`config.mk`:
```
export PLATFORM = sky130hd
export DESIGN_NAME = rtim_top
export DESIGN_NICKNAME = d
export VERILOG_FILES = /design/src/rtl/rtim_pkg.sv /design/src/rtl/rtim_prescaler.sv /design/src/rtl/rtim_channel.sv /design/src/rtl/rtim_top.sv
export SDC_FILE = /design/constraint.sdc
export NUM_CORES = 1
export LEC_CHECK = 0
export CAP_MARGIN = 10
export CORE_AREA = 8 8 170 172
export CTS_CLUSTER_SIZE = 28
export DETAILED_ROUTE_END_ITERATION = 10
export DIE_AREA = 0 0 178 180
export PLACE_DENSITY = 0.54
export SKIP_LAST_GASP = 1
export SYNTH_ARGS = -nofsm -noshare
export SYNTH_HDL_FRONTEND = slang
export SYNTH_SLANG_ARGS = --single-unit
```
`constraint.sdc`:
```
create_clock -name clk -period 5.3 [get_ports clk]
set_clock_uncertainty 0.15 [all_clocks]
set_input_delay 1.06 -clock clk [delete_from_list [all_inputs] [get_ports clk]]
set_output_delay 1.06 -clock clk [all_outputs]
set_load 0.01 [all_outputs]
```
`src/rtl/rtim_pkg.sv`:
```
package rtim_pkg;
  localparam int EN_BIT      = 7;
  localparam int PERIODIC_BIT = 6;
  localparam int PSC_LSB     = 2;
  localparam int PSC_W       = 2;
  localparam int TIMER_LSB   = 5;

  typedef enum logic [2:0] {
    REG_RELOAD = 3'd0,
    REG_COUNT  = 3'd1,
    REG_CTRL   = 3'd2,
    REG_ACK    = 3'd3
  } rtim_reg_e;

  typedef struct packed {
    logic             en;
    logic             periodic;
    logic [PSC_W-1:0] psc;
  } rtim_ctrl_t;
endpackage

```
`src/rtl/rtim_prescaler.sv`:
```
module rtim_prescaler
  import rtim_pkg::*;
#(
  parameter int SHIFT_MID = 4,
  parameter int SHIFT_HI  = 8
) (
  input  logic             clk,
  input  logic             rst,
  input  logic             run,
  input  logic [PSC_W-1:0] code,
  output logic             tick
);
  localparam int PRE_W = SHIFT_HI;
  localparam logic [PRE_W-1:0] MASK_MID = PRE_W'((1 << SHIFT_MID) - 1);
  localparam logic [PRE_W-1:0] MASK_HI  = PRE_W'((1 << SHIFT_HI) - 1);

  logic [PRE_W-1:0] pre_q;
  logic [PRE_W-1:0] mask;

  always_comb begin
    unique case (code)
      2'b00:   mask = '0;
      2'b01:   mask = MASK_MID;
      default: mask = MASK_HI;
    endcase
  end

  assign tick = run && ((pre_q & mask) == mask);

  always_ff @(posedge clk) begin
    if (rst || !run) pre_q <= '0;
    else             pre_q <= pre_q + 1'b1;
  end
endmodule

```
`src/rtl/rtim_channel.sv`:
```
module rtim_channel
  import rtim_pkg::*;
#(
  parameter int CNT_W     = 24,
  parameter int DATA_W    = 32,
  parameter int SHIFT_MID = 4,
  parameter int SHIFT_HI  = 8
) (
  input  logic              clk,
  input  logic              rst,
  input  logic              wr_reload,
  input  logic              wr_ctrl,
  input  logic              wr_ack,
  input  logic [CNT_W-1:0]  wval,
  output logic [CNT_W-1:0]  reload_o,
  output logic [CNT_W-1:0]  count_o,
  output logic [DATA_W-1:0] ctrl_rd_o,
  output logic              en_o,
  output logic              irq_o
);
  localparam logic [CNT_W-1:0] ALL_ONES = '1;

  rtim_ctrl_t       ctrl_q, ctrl_nxt;
  logic [CNT_W-1:0] reload_q, count_q, count_nxt;
  logic             flag_q, flag_nxt, irq_q;
  logic             tick, expire;

  rtim_prescaler #(.SHIFT_MID(SHIFT_MID), .SHIFT_HI(SHIFT_HI)) u_pre (
    .clk (clk),
    .rst (rst),
    .run (ctrl_q.en),
    .code(ctrl_q.psc),
    .tick(tick)
  );

  assign expire = tick && (count_q == '0);

  always_comb begin
    ctrl_nxt = ctrl_q;
    if (wr_ctrl) begin
      ctrl_nxt.en       = wval[EN_BIT];
      ctrl_nxt.periodic = wval[PERIODIC_BIT];
      ctrl_nxt.psc      = wval[PSC_LSB +: PSC_W];
    end
    if (wr_reload)   count_nxt = wval;
    else if (expire) count_nxt = ctrl_q.periodic ? reload_q : ALL_ONES;
    else if (tick)   count_nxt = count_q - 1'b1;
    else             count_nxt = count_q;
    if (expire)      flag_nxt = 1'b1;
    else if (wr_ack) flag_nxt = 1'b0;
    else             flag_nxt = flag_q;
  end

  always_ff @(posedge clk) begin
    if (rst) begin
      ctrl_q   <= '0;
      reload_q <= '0;
      count_q  <= '0;
      flag_q   <= 1'b0;
      irq_q    <= 1'b0;
    end else begin
      ctrl_q  <= ctrl_nxt;
      if (wr_reload) reload_q <= wval;
      count_q <= count_nxt;
      flag_q  <= flag_nxt;
      irq_q   <= flag_nxt && ctrl_nxt.en;
    end
  end

  always_comb begin
    ctrl_rd_o = '0;
    ctrl_rd_o[EN_BIT]              = ctrl_q.en;
    ctrl_rd_o[PERIODIC_BIT]        = ctrl_q.periodic;
    ctrl_rd_o[PSC_LSB +: PSC_W]    = ctrl_q.psc;
  end

  assign reload_o = reload_q;
  assign count_o  = count_q;
  assign en_o     = ctrl_q.en;
  assign irq_o    = irq_q;
endmodule

```
`src/rtl/rtim_top.sv`:
```
module rtim_top
  import rtim_pkg::*;
#(
  parameter int N_TIMERS  = 2,
  parameter int CNT_W     = 24,
  parameter int DATA_W    = 32,
  parameter int ADDR_W    = 6,
  parameter int SHIFT_MID = 4,
  parameter int SHIFT_HI  = 8
) (
  input  logic                clk,
  input  logic                rst,
  input  logic                bus_wr,
  input  logic                bus_rd,
  input  logic [ADDR_W-1:2]   bus_addr,
  input  logic [DATA_W-1:0]   bus_wdata,
  output logic [DATA_W-1:0]   bus_rdata,
  output logic [N_TIMERS-1:0] irq
);
  localparam int SEL_W = ADDR_W - TIMER_LSB;

  logic [SEL_W-1:0]          sel_idx;
  logic [2:0]                reg_sel;
  logic [CNT_W-1:0]          reload_v [N_TIMERS];
  logic [CNT_W-1:0]          count_v  [N_TIMERS];
  logic [DATA_W-1:0]         ctrl_v   [N_TIMERS];
  logic [N_TIMERS*CNT_W-1:0] cnt_flat;
  logic [N_TIMERS-1:0]       en_vec;
  logic [DATA_W-1:0]         rd_nxt;
  logic                      unused_wdata_hi;

  assign sel_idx = bus_addr[ADDR_W-1:TIMER_LSB];
  assign reg_sel = bus_addr[TIMER_LSB-1:2];
  assign unused_wdata_hi = ^bus_wdata[DATA_W-1:CNT_W];

  for (genvar i = 0; i < N_TIMERS; i++) begin : g_tmr
    logic hit;
    assign hit = (sel_idx == SEL_W'(i));

    rtim_channel #(
      .CNT_W(CNT_W), .DATA_W(DATA_W),
      .SHIFT_MID(SHIFT_MID), .SHIFT_HI(SHIFT_HI)
    ) u_ch (
      .clk      (clk),
      .rst      (rst),
      .wr_reload(bus_wr && hit && reg_sel == REG_RELOAD),
      .wr_ctrl  (bus_wr && hit && reg_sel == REG_CTRL),
      .wr_ack   (bus_wr && hit && reg_sel == REG_ACK),
      .wval     (bus_wdata[CNT_W-1:0]),
      .reload_o (reload_v[i]),
      .count_o  (count_v[i]),
      .ctrl_rd_o(ctrl_v[i]),
      .en_o     (en_vec[i]),
      .irq_o    (irq[i])
    );
    assign cnt_flat[i*CNT_W +: CNT_W] = count_v[i];
  end

  always_comb begin
    rd_nxt = '0;
    for (int i = 0; i < N_TIMERS; i++) begin
      if (sel_idx == SEL_W'(i)) begin
        case (reg_sel)
          REG_RELOAD: rd_nxt = DATA_W'(reload_v[i]);
          REG_COUNT:  rd_nxt = DATA_W'(count_v[i]);
          REG_CTRL:   rd_nxt = ctrl_v[i];
          default:    rd_nxt = '0;
        endcase
      end
    end
  end

  always_ff @(posedge clk) begin
    if (rst)         bus_rdata <= '0;
    else if (bus_rd) bus_rdata <= rd_nxt;
  end
endmodule

```
==> key figures, run 1 <==
Worst setup path
  • CP top delay family: simple AND/OR/NAND/NOR gates
  • CP Data Required Time: ~5.4 ns
  • CP cell instances: clkdlybuf4s50_1 > nor3_2 > buf_12 > and3_1 > nor2_1 > nand3_1 > o22ai_1 > a211oi_1
  • Kind of end point of the critical path: flop
  • Delay of the slowest critical-path stage: around 0.75 ns
  • Crit path buf inv count: 2
  • CP Max Fanout: 50
  • Kind of critical path: input pin to flop
  • Startpoint Class: input pin
  • R2R setup slack: 1.92 ns
  • WP data arrival: roughly 3.9 ns
  • Worst path slowest cell: clkdlybuf4s50_1

Synth
  • Yosys cell types: 60
  • Leading area contributor after synthesis: dfxtp_1
  • Asr flop ratio synth: 0
  • Syn Inst Count: about 980
  • YS warnings: 0
  • Synth area leaders: dfxtp_1, nand2_1, a21oi_1
  • Number of synthesized flops with an enable pin: 0
  • Flip-flop and latch count after synthesis: 148
  • Post-synth top area share: 0.383
  • Main flop type after synthesis: dfxtp_1
  • Synth Cell Area: around 0.0077 mm^2
  • Avg Inst Size Synth: around 7.9 um^2
  • Sequential fraction of the synthesis area: 0.383

Floorplanning
  • Die area: between 0.03 and 0.04 mm^2
  • Die X: 178 um
  • IO Count: 74
  • Die Height: around 180 um
  • FP Rows: 60
  • Core region area: roughly 0.026 mm^2
  • Initial core utilization: 0.294

Finish
  • Commonest non-fill, non-tap cell in the layout: dfxtp_1
  • Multi-input logic area: 0.00435 mm^2
  • Post-Route Utilization: 0.345
  • Filler cells: ~2800
  • N_diodes: 0
  • Layout cell share with drive strength beyond 1: 0.0639
  • Area delta synth->final: 17.4%
  • Fin nets: 1035
  • Register Area: 0.00296 mm^2
  • Most frequent cells in the layout: dfxtp_1, nand2_1, a21oi_1, nor2_1, clkdlybuf4s50_1

Route
  • Avg WL per Cell: 19.3 um
  • Initial DRC Count: ~640
  • Post-route DRC: 0
  • DR vias: 7467
  • Routed Antenna Nets: 0
  • TritonRoute pass-1 iters: 5
  • Vias/cell: between 5 and 6
  • Post-Route WL: about 26000 um

Clock tree
  • CTS clk-pin slew, worst paths: roughly 0.060 ns
  • Longest Clk Path Bufs: 2
  • CTS tree: built
  • CTS H-tree depth: 4
  • Hold Buf Count CTS: 0
  • Post-CTS Setup Repair Bufs: 0
  • Worst skew pair latency: 0.43 ns
  • Clk Tree Root Cell: clkbuf_16
  • Gates resized, CTS repair: 0
  • Clock sinks: around 150
  • CTS Buf Count: 17

Pwr
  • Clock share of power: 0.429
  • Leakage: between 3 and 4 nW
  • Pwr Total: roughly 2.8 mW
  • Pint: roughly 2 mW
  • Sequential share of power: 0.414
  • NetSw: ~0.81 mW
  • Comb power frac: 0.157
  • Worst vdd ir: approximately 0.16 mV
  • Power density cells: ~300 mW/mm^2
  • Switch share: 0.288

GRT
  • GRT Total Usage: 0.160
  • Grt total ovfl: 0
  • Largest net degree at the start of global routing: 76
  • Vias in the first global route: 7138
  • Initial antenna violation count: 0
  • First-pass GRT wire length: 40900 um

Placed design
  • Dpl hpwl: about 17000 um
  • Routability cong.: about 0.80
  • Port Buffers: 57

Timing
  • Part of the cycle the worst path needs: 0.709
  • Unrepaired setup endpoints after global routing: no
  • Least-Margin Pin Slew: 1.03 ns
  • Fin. Hold Viols: 0
  • # setup viols final: 0
  • Sum Neg Setup Slack: 0 ns
  • Final slew viol count: 0
  • Final min period: between 3 and 4 ns
  • Headroom to the max-slew limit: 0.312
  • Fmax: roughly 0.27 GHz

Run
  • Max-Cap Viols: 0

Status
  • Run status: completed

Hold path
  • Hold Crit Class: flop to flop
==> flip-flops by register name, summed over array words and instances, names as in the netlist <==
signal,cells
g_tmr.u_ch.reload_o,48
g_tmr.u_ch.irq_o,2
g_tmr.u_ch.ctrl_rd_o,6
bus_rdata,24
g_tmr.u_ch.count_o,48
g_tmr.u_ch.en_o,2
g_tmr.u_ch.flag_q,2
g_tmr.u_ch.u_pre.pre_q,16
==> cell type report <==
type,count,area share
Clock buffer,19,0.0488
Clock inverter,12,0.0146
Inverter,14,0.00579
Multi-Input combinational cell,735,0.479
Sequential cell,148,0.326
Tap cell,341,0.0470
Timing Repair Buffer,73,0.0780
==> synthesized netlist by cell type, types with 6 or more instances <==
library cell,count
a221oi_1,20
xnor2_1,21
o21ai_0,36
ha_1,6
or3_1,6
inv_1,13
nor3b_1,8
nor4b_1,7
nand4_1,7
nand3_1,17
a21boi_0,14
nand2_1,133
nor3_1,23
nor2_1,95
xor2_1,24
o211ai_1,12
nor4_1,14
mux2i_1,10
a21oi_1,96
a31oi_1,8
buf_4,10
o22ai_1,12
nand3b_1,18
a22oi_1,47
or4_1,7
dfxtp_1,148
clkbuf_1,71
a211oi_1,28
==> per-layer routing <==
layer | share of wire | track usage | up-vias
li1 | - | - | 3556
met1 | 0.49 | 0.232 | 3647
met2 | 0.43 | 0.234 | 233
met3 | 0.059 | 0.0268 | 31
met4 | 0.019 | 0.0517 | 0
met5 | 0 | 0 | -
==> cells by family (layout without fill, tap and decap cells) <==
group                    after synthesis  after routing  synth area share
AND/OR/NAND/NOR                      365            365             0.230
other                                  1              8          0.000485
multiplexers                          10             10            0.0129
flip-flops                           148            148             0.383
buffers and inverters                105            118            0.0594
adder cells (fa/ha/maj)                6              6           0.00970
XOR/XNOR                              45             45            0.0509
AO/OA/AOI/OAI                        301            301             0.253
==> power groups by stage <==
| stage | sequential (mW) | clock (mW) | combinational, mW |
|---|---|---|---|
| 6_report | 1.16 | 1.20 | 0.441 |
| 5_1_grt | 1.16 | 1.27 | 0.486 |
| 4_1_cts | 1.16 | 1.23 | 0.438 |
| 3_5_place_dp | 1.18 | 0 | 0.436 |
| 3_3_place_gp | 1.18 | 0 | 0.435 |
| 2_1_floorplan | 1.17 | 0 | 0.322 |
==> path summary, 6_finish.rpt <==
check,from,endpoint,depth (start not counted)
max reg2reg,g_tmr[1].u_ch.count_o[6],g_tmr[1].u_ch.count_o[16],6
min reg2reg,g_tmr[0].u_ch.u_pre.pre_q[0],g_tmr[0].u_ch.u_pre.pre_q[0],1
min,g_tmr[0].u_ch.u_pre.pre_q[0],g_tmr[0].u_ch.u_pre.pre_q[0],1
max,bus_addr[4],g_tmr[1].u_ch.count_o[16],8
==> metrics by stage <==
stage / cell area (um^2) / worst slack [ns] / std cells / hold slack (ns)
global route: 9080 / 1.48 / 1342 / 0.341
floorplan: 7760 / 2.48 / 988 / 0.276
detailed placement: 8500 / 1.23 / 1311 / 0.307
finish: 9080 / 1.54 / 1342 / 0.316
global placement: 8500 / 1.26 / 1311 / 0.290
CTS: 9080 / 1.67 / 1342 / 0.319
No activity file was read; power rests on OpenSTA's default activity.
==> inputs of run 2 (changes only) <==
- PLACE_DENSITY: 0.54 -> 0.56
- clock period: 5.3 -> 3.2 ns (I/O delays scaled with it)
==> run 2 against run 1 <==
Via count increased by 0.29%. Cell area up 2.2%. Sequential cell count is the same. Worst setup slack worse by 1.2 ns. Hold slack improved by 0.0011 ns. Register-to-register slack lost 1.6 ns. Sequential share of layout area fell by 0.70 points. Power grew 70%. Clock-buffer cell count rose by 1. Combinational power grew 73%. Die area unchanged. Routed wire length down 2.5%. Largest power group unchanged.
==> key figures, run 2 (synthesis results as in run 1) <==
Status
  • Run status: completed

Worst setup path
  • CP Data Required Time: 3.33 ns (-2.09 ns)
  • CP cell instances: inv_1 > ha_1 > or4b_2 > or4_4 > nor2_4 > nand3_1 > nor3b_1 > o32ai_1
  • Reg2reg end: g_tmr[0].u_ch.count_o[10]
  • FF-to-FF Start: g_tmr[0].u_ch.count_o[0]
  • CP top delay family: simple AND/OR/NAND/NOR gates
  • R2R setup slack: 0.33 ns (-1.59 ns)
  • Delay of the slowest critical-path stage: 0.58 ns (-0.17 ns)
  • Crit path buf inv count: 1 (-1)
  • Worst path slowest cell: or4b_2
  • R2R cell count: 8 (+2)
  • Worst setup path startpoint: g_tmr[0].u_ch.count_o[0]
  • Kind of end point of the critical path: flop
  • Startpoint Class: flop
  • Setup crit end: g_tmr[0].u_ch.count_o[10]
  • WP data arrival: 2.99 ns (-0.89 ns)
  • Stages on the worst setup path: 8 (unchanged)
  • Kind of critical path: flop to flop
  • CP Max Fanout: 11 (-78%)

Route
  • Avg WL per Cell: 18.5 um (-4.1%)
  • DR vias: 7489 (+0.29%)
  • TritonRoute pass-1 iters: 5 (unchanged)
  • Vias/cell: 5.49 (-1.3%)
  • Routed Antenna Nets: 0 (unchanged)
  • Post-route DRC: 0 (unchanged)
  • Initial DRC Count: 682 (+7.4%)
  • Post-Route WL: 25300 um (-2.5%)

Clock tree
  • Gates resized, CTS repair: 0 (unchanged)
  • Clock sinks: 148 (unchanged)
  • CTS H-tree depth: 4 (unchanged)
  • CTS tree: built
  • Clk Tree Root Cell: clkbuf_16
  • CTS Buf Count: 17 (unchanged)
  • Post-CTS Setup Repair Bufs: 0 (unchanged)
  • Longest Clk Path Bufs: 2 (unchanged)
  • Worst skew pair latency: 0.43 ns (about the same)
  • CTS clk-pin slew, worst paths: 0.06 ns (about the same)
  • Hold Buf Count CTS: 0 (unchanged)

Finish
  • Post-Route Utilization: 0.352 (+0.00750)
  • Area delta synth->final: 19.9%
  • Most frequent cells in the layout: dfxtp_1, nand2_1, a21oi_1, nor2_1, clkdlybuf4s50_1
  • Commonest non-fill, non-tap cell in the layout: dfxtp_1
  • Layout cell share with drive strength beyond 1: 0.0831 (+0.0192)
  • Filler cells: 2725 (-2.5%)
  • N_diodes: 0 (unchanged)
  • Fin nets: 1056 (+2.0%)

Floorplanning
  • IO Count: 74 (unchanged)
  • Initial core utilization: 0.294 (unchanged)
  • Die area: 0.0320 mm^2 (unchanged)
  • Die Height: 180 um (unchanged)
  • Core region area: 0.0264 mm^2 (unchanged)
  • Die X: 178 um (unchanged)
  • FP Rows: 60 (unchanged)

GRT
  • Largest net degree at the start of global routing: 134 (+76%)
  • GR met2 Demand/Resource: 0.230 (-0.00411)
  • Initial antenna violation count: 0 (unchanged)
  • Met1 usage in global routing: 0.222 (-0.0102)
  • Met3 usage: 0.0344 (+0.00754)
  • Most used routing layer: met2
  • Grt total ovfl: 0 (unchanged)
  • GRT Total Usage: 0.155 (-0.00490)
  • First-pass GRT wire length: 39600 um (-3.2%)
  • Vias in the first global route: 7044 (-1.3%)

Run
  • Max-Cap Viols: 0 (unchanged)

Timing
  • Fin. Hold Viols: 0 (unchanged)
  • Unrepaired setup endpoints after global routing: no
  • Final slew viol count: 0 (unchanged)
  • Final min period: roughly 2.9 ns
  • Least-Margin Pin Slew: 1.03 ns (+0.000458 ns)
  • # setup viols final: 0 (unchanged)
  • Fmax: ~0.35 GHz
  • Sum Neg Setup Slack: 0 ns (unchanged)
  • Headroom to the max-slew limit: 0.313 (+0.000635)
  • Part of the cycle the worst path needs: 0.896

Pwr
  • Power density cells: 512 mW/mm^2 (+66%)
  • Leakage: 3.16 nW (+4.2%)
  • Worst vdd ir: 0.260 mV (+59%)

Hold path
  • Hold Crit Class: flop to flop
  • Hold_sp: g_tmr[0].u_ch.u_pre.pre_q[0]

Placed design
  • Routability cong.: 0.826 (+3.1%)
  • Port Buffers: 57 (unchanged)
  • Dpl hpwl: 17500 um (-0.16%)
==> run 2: cell types whose count changed in the layout (fill, tap and decap cells not counted) <==
cell	previous run	this run
clkinvlp_4	6	4
clkinv_4	1	3
bufinv_16	2	3
buf_12	2	3
buf_4	15	35
clkbuf_1	1	2
inv_6	1	0
==> run 2: how the worst min path moves through the flow <==
stage | endpoint | slack (ns) | depth (start not counted)
after floorplan | g_tmr[1].u_ch.u_pre.pre_q[0] | 0.28 | 1
after global placement | g_tmr[1].u_ch.u_pre.pre_q[0] | 0.29 | 1
after detailed placement | g_tmr[0].u_ch.u_pre.pre_q[0] | 0.31 | 1
after CTS | g_tmr[0].u_ch.reload_o[18] | 0.32 | 2
after global routing | g_tmr[1].u_ch.reload_o[10] | 0.34 | 2
final | g_tmr[0].u_ch.u_pre.pre_q[0] | 0.32 | 1
==> run 2: through the flow <==
| stage | power, mW | hold WS [ns] | setup slack [ns] | area, um^2 | cells |
|---|---|---|---|---|---|
| global route | 4.94 | 0.343 | 0.193 | 9280 | 1364 |
| floorplan | 2.48 | 0.276 | 0.542 | 7760 | 988 |
| CTS | 4.78 | 0.317 | 0.369 | 9280 | 1364 |
| detailed placement | 2.71 | 0.305 | 0.189 | 8670 | 1332 |
| global placement | 2.71 | 0.294 | 0.140 | 8670 | 1332 |
| finish | 4.75 | 0.317 | 0.334 | 9280 | 1364 |
==> run 2: power by group <==
part | switching [mW] | internal, mW
sequential | 0.0420 | 1.88
clock | 0.819 | 1.25
combinational | 0.469 | 0.295
total | 1.33 | 3.42
==> run 2: area by class of cell <==
cell class | instances | area, um^2 | share of cell area
Timing Repair Buffer | 94 | 878 | 0.0947
Clock inverter | 12 | 156 | 0.0169
Inverter | 14 | 52.6 | 0.00566
Sequential cell | 148 | 2960 | 0.319
Clock buffer | 20 | 447 | 0.0482
Tap cell | 341 | 427 | 0.0460
Multi-Input combinational cell | 735 | 4350 | 0.469
==> run 2: per-layer routing <==
metal,vias up,routed length [um]
met4,0,336
met3,19,1510
li1,3607,-
met5,-,0
met2,235,11200
met1,3628,12200
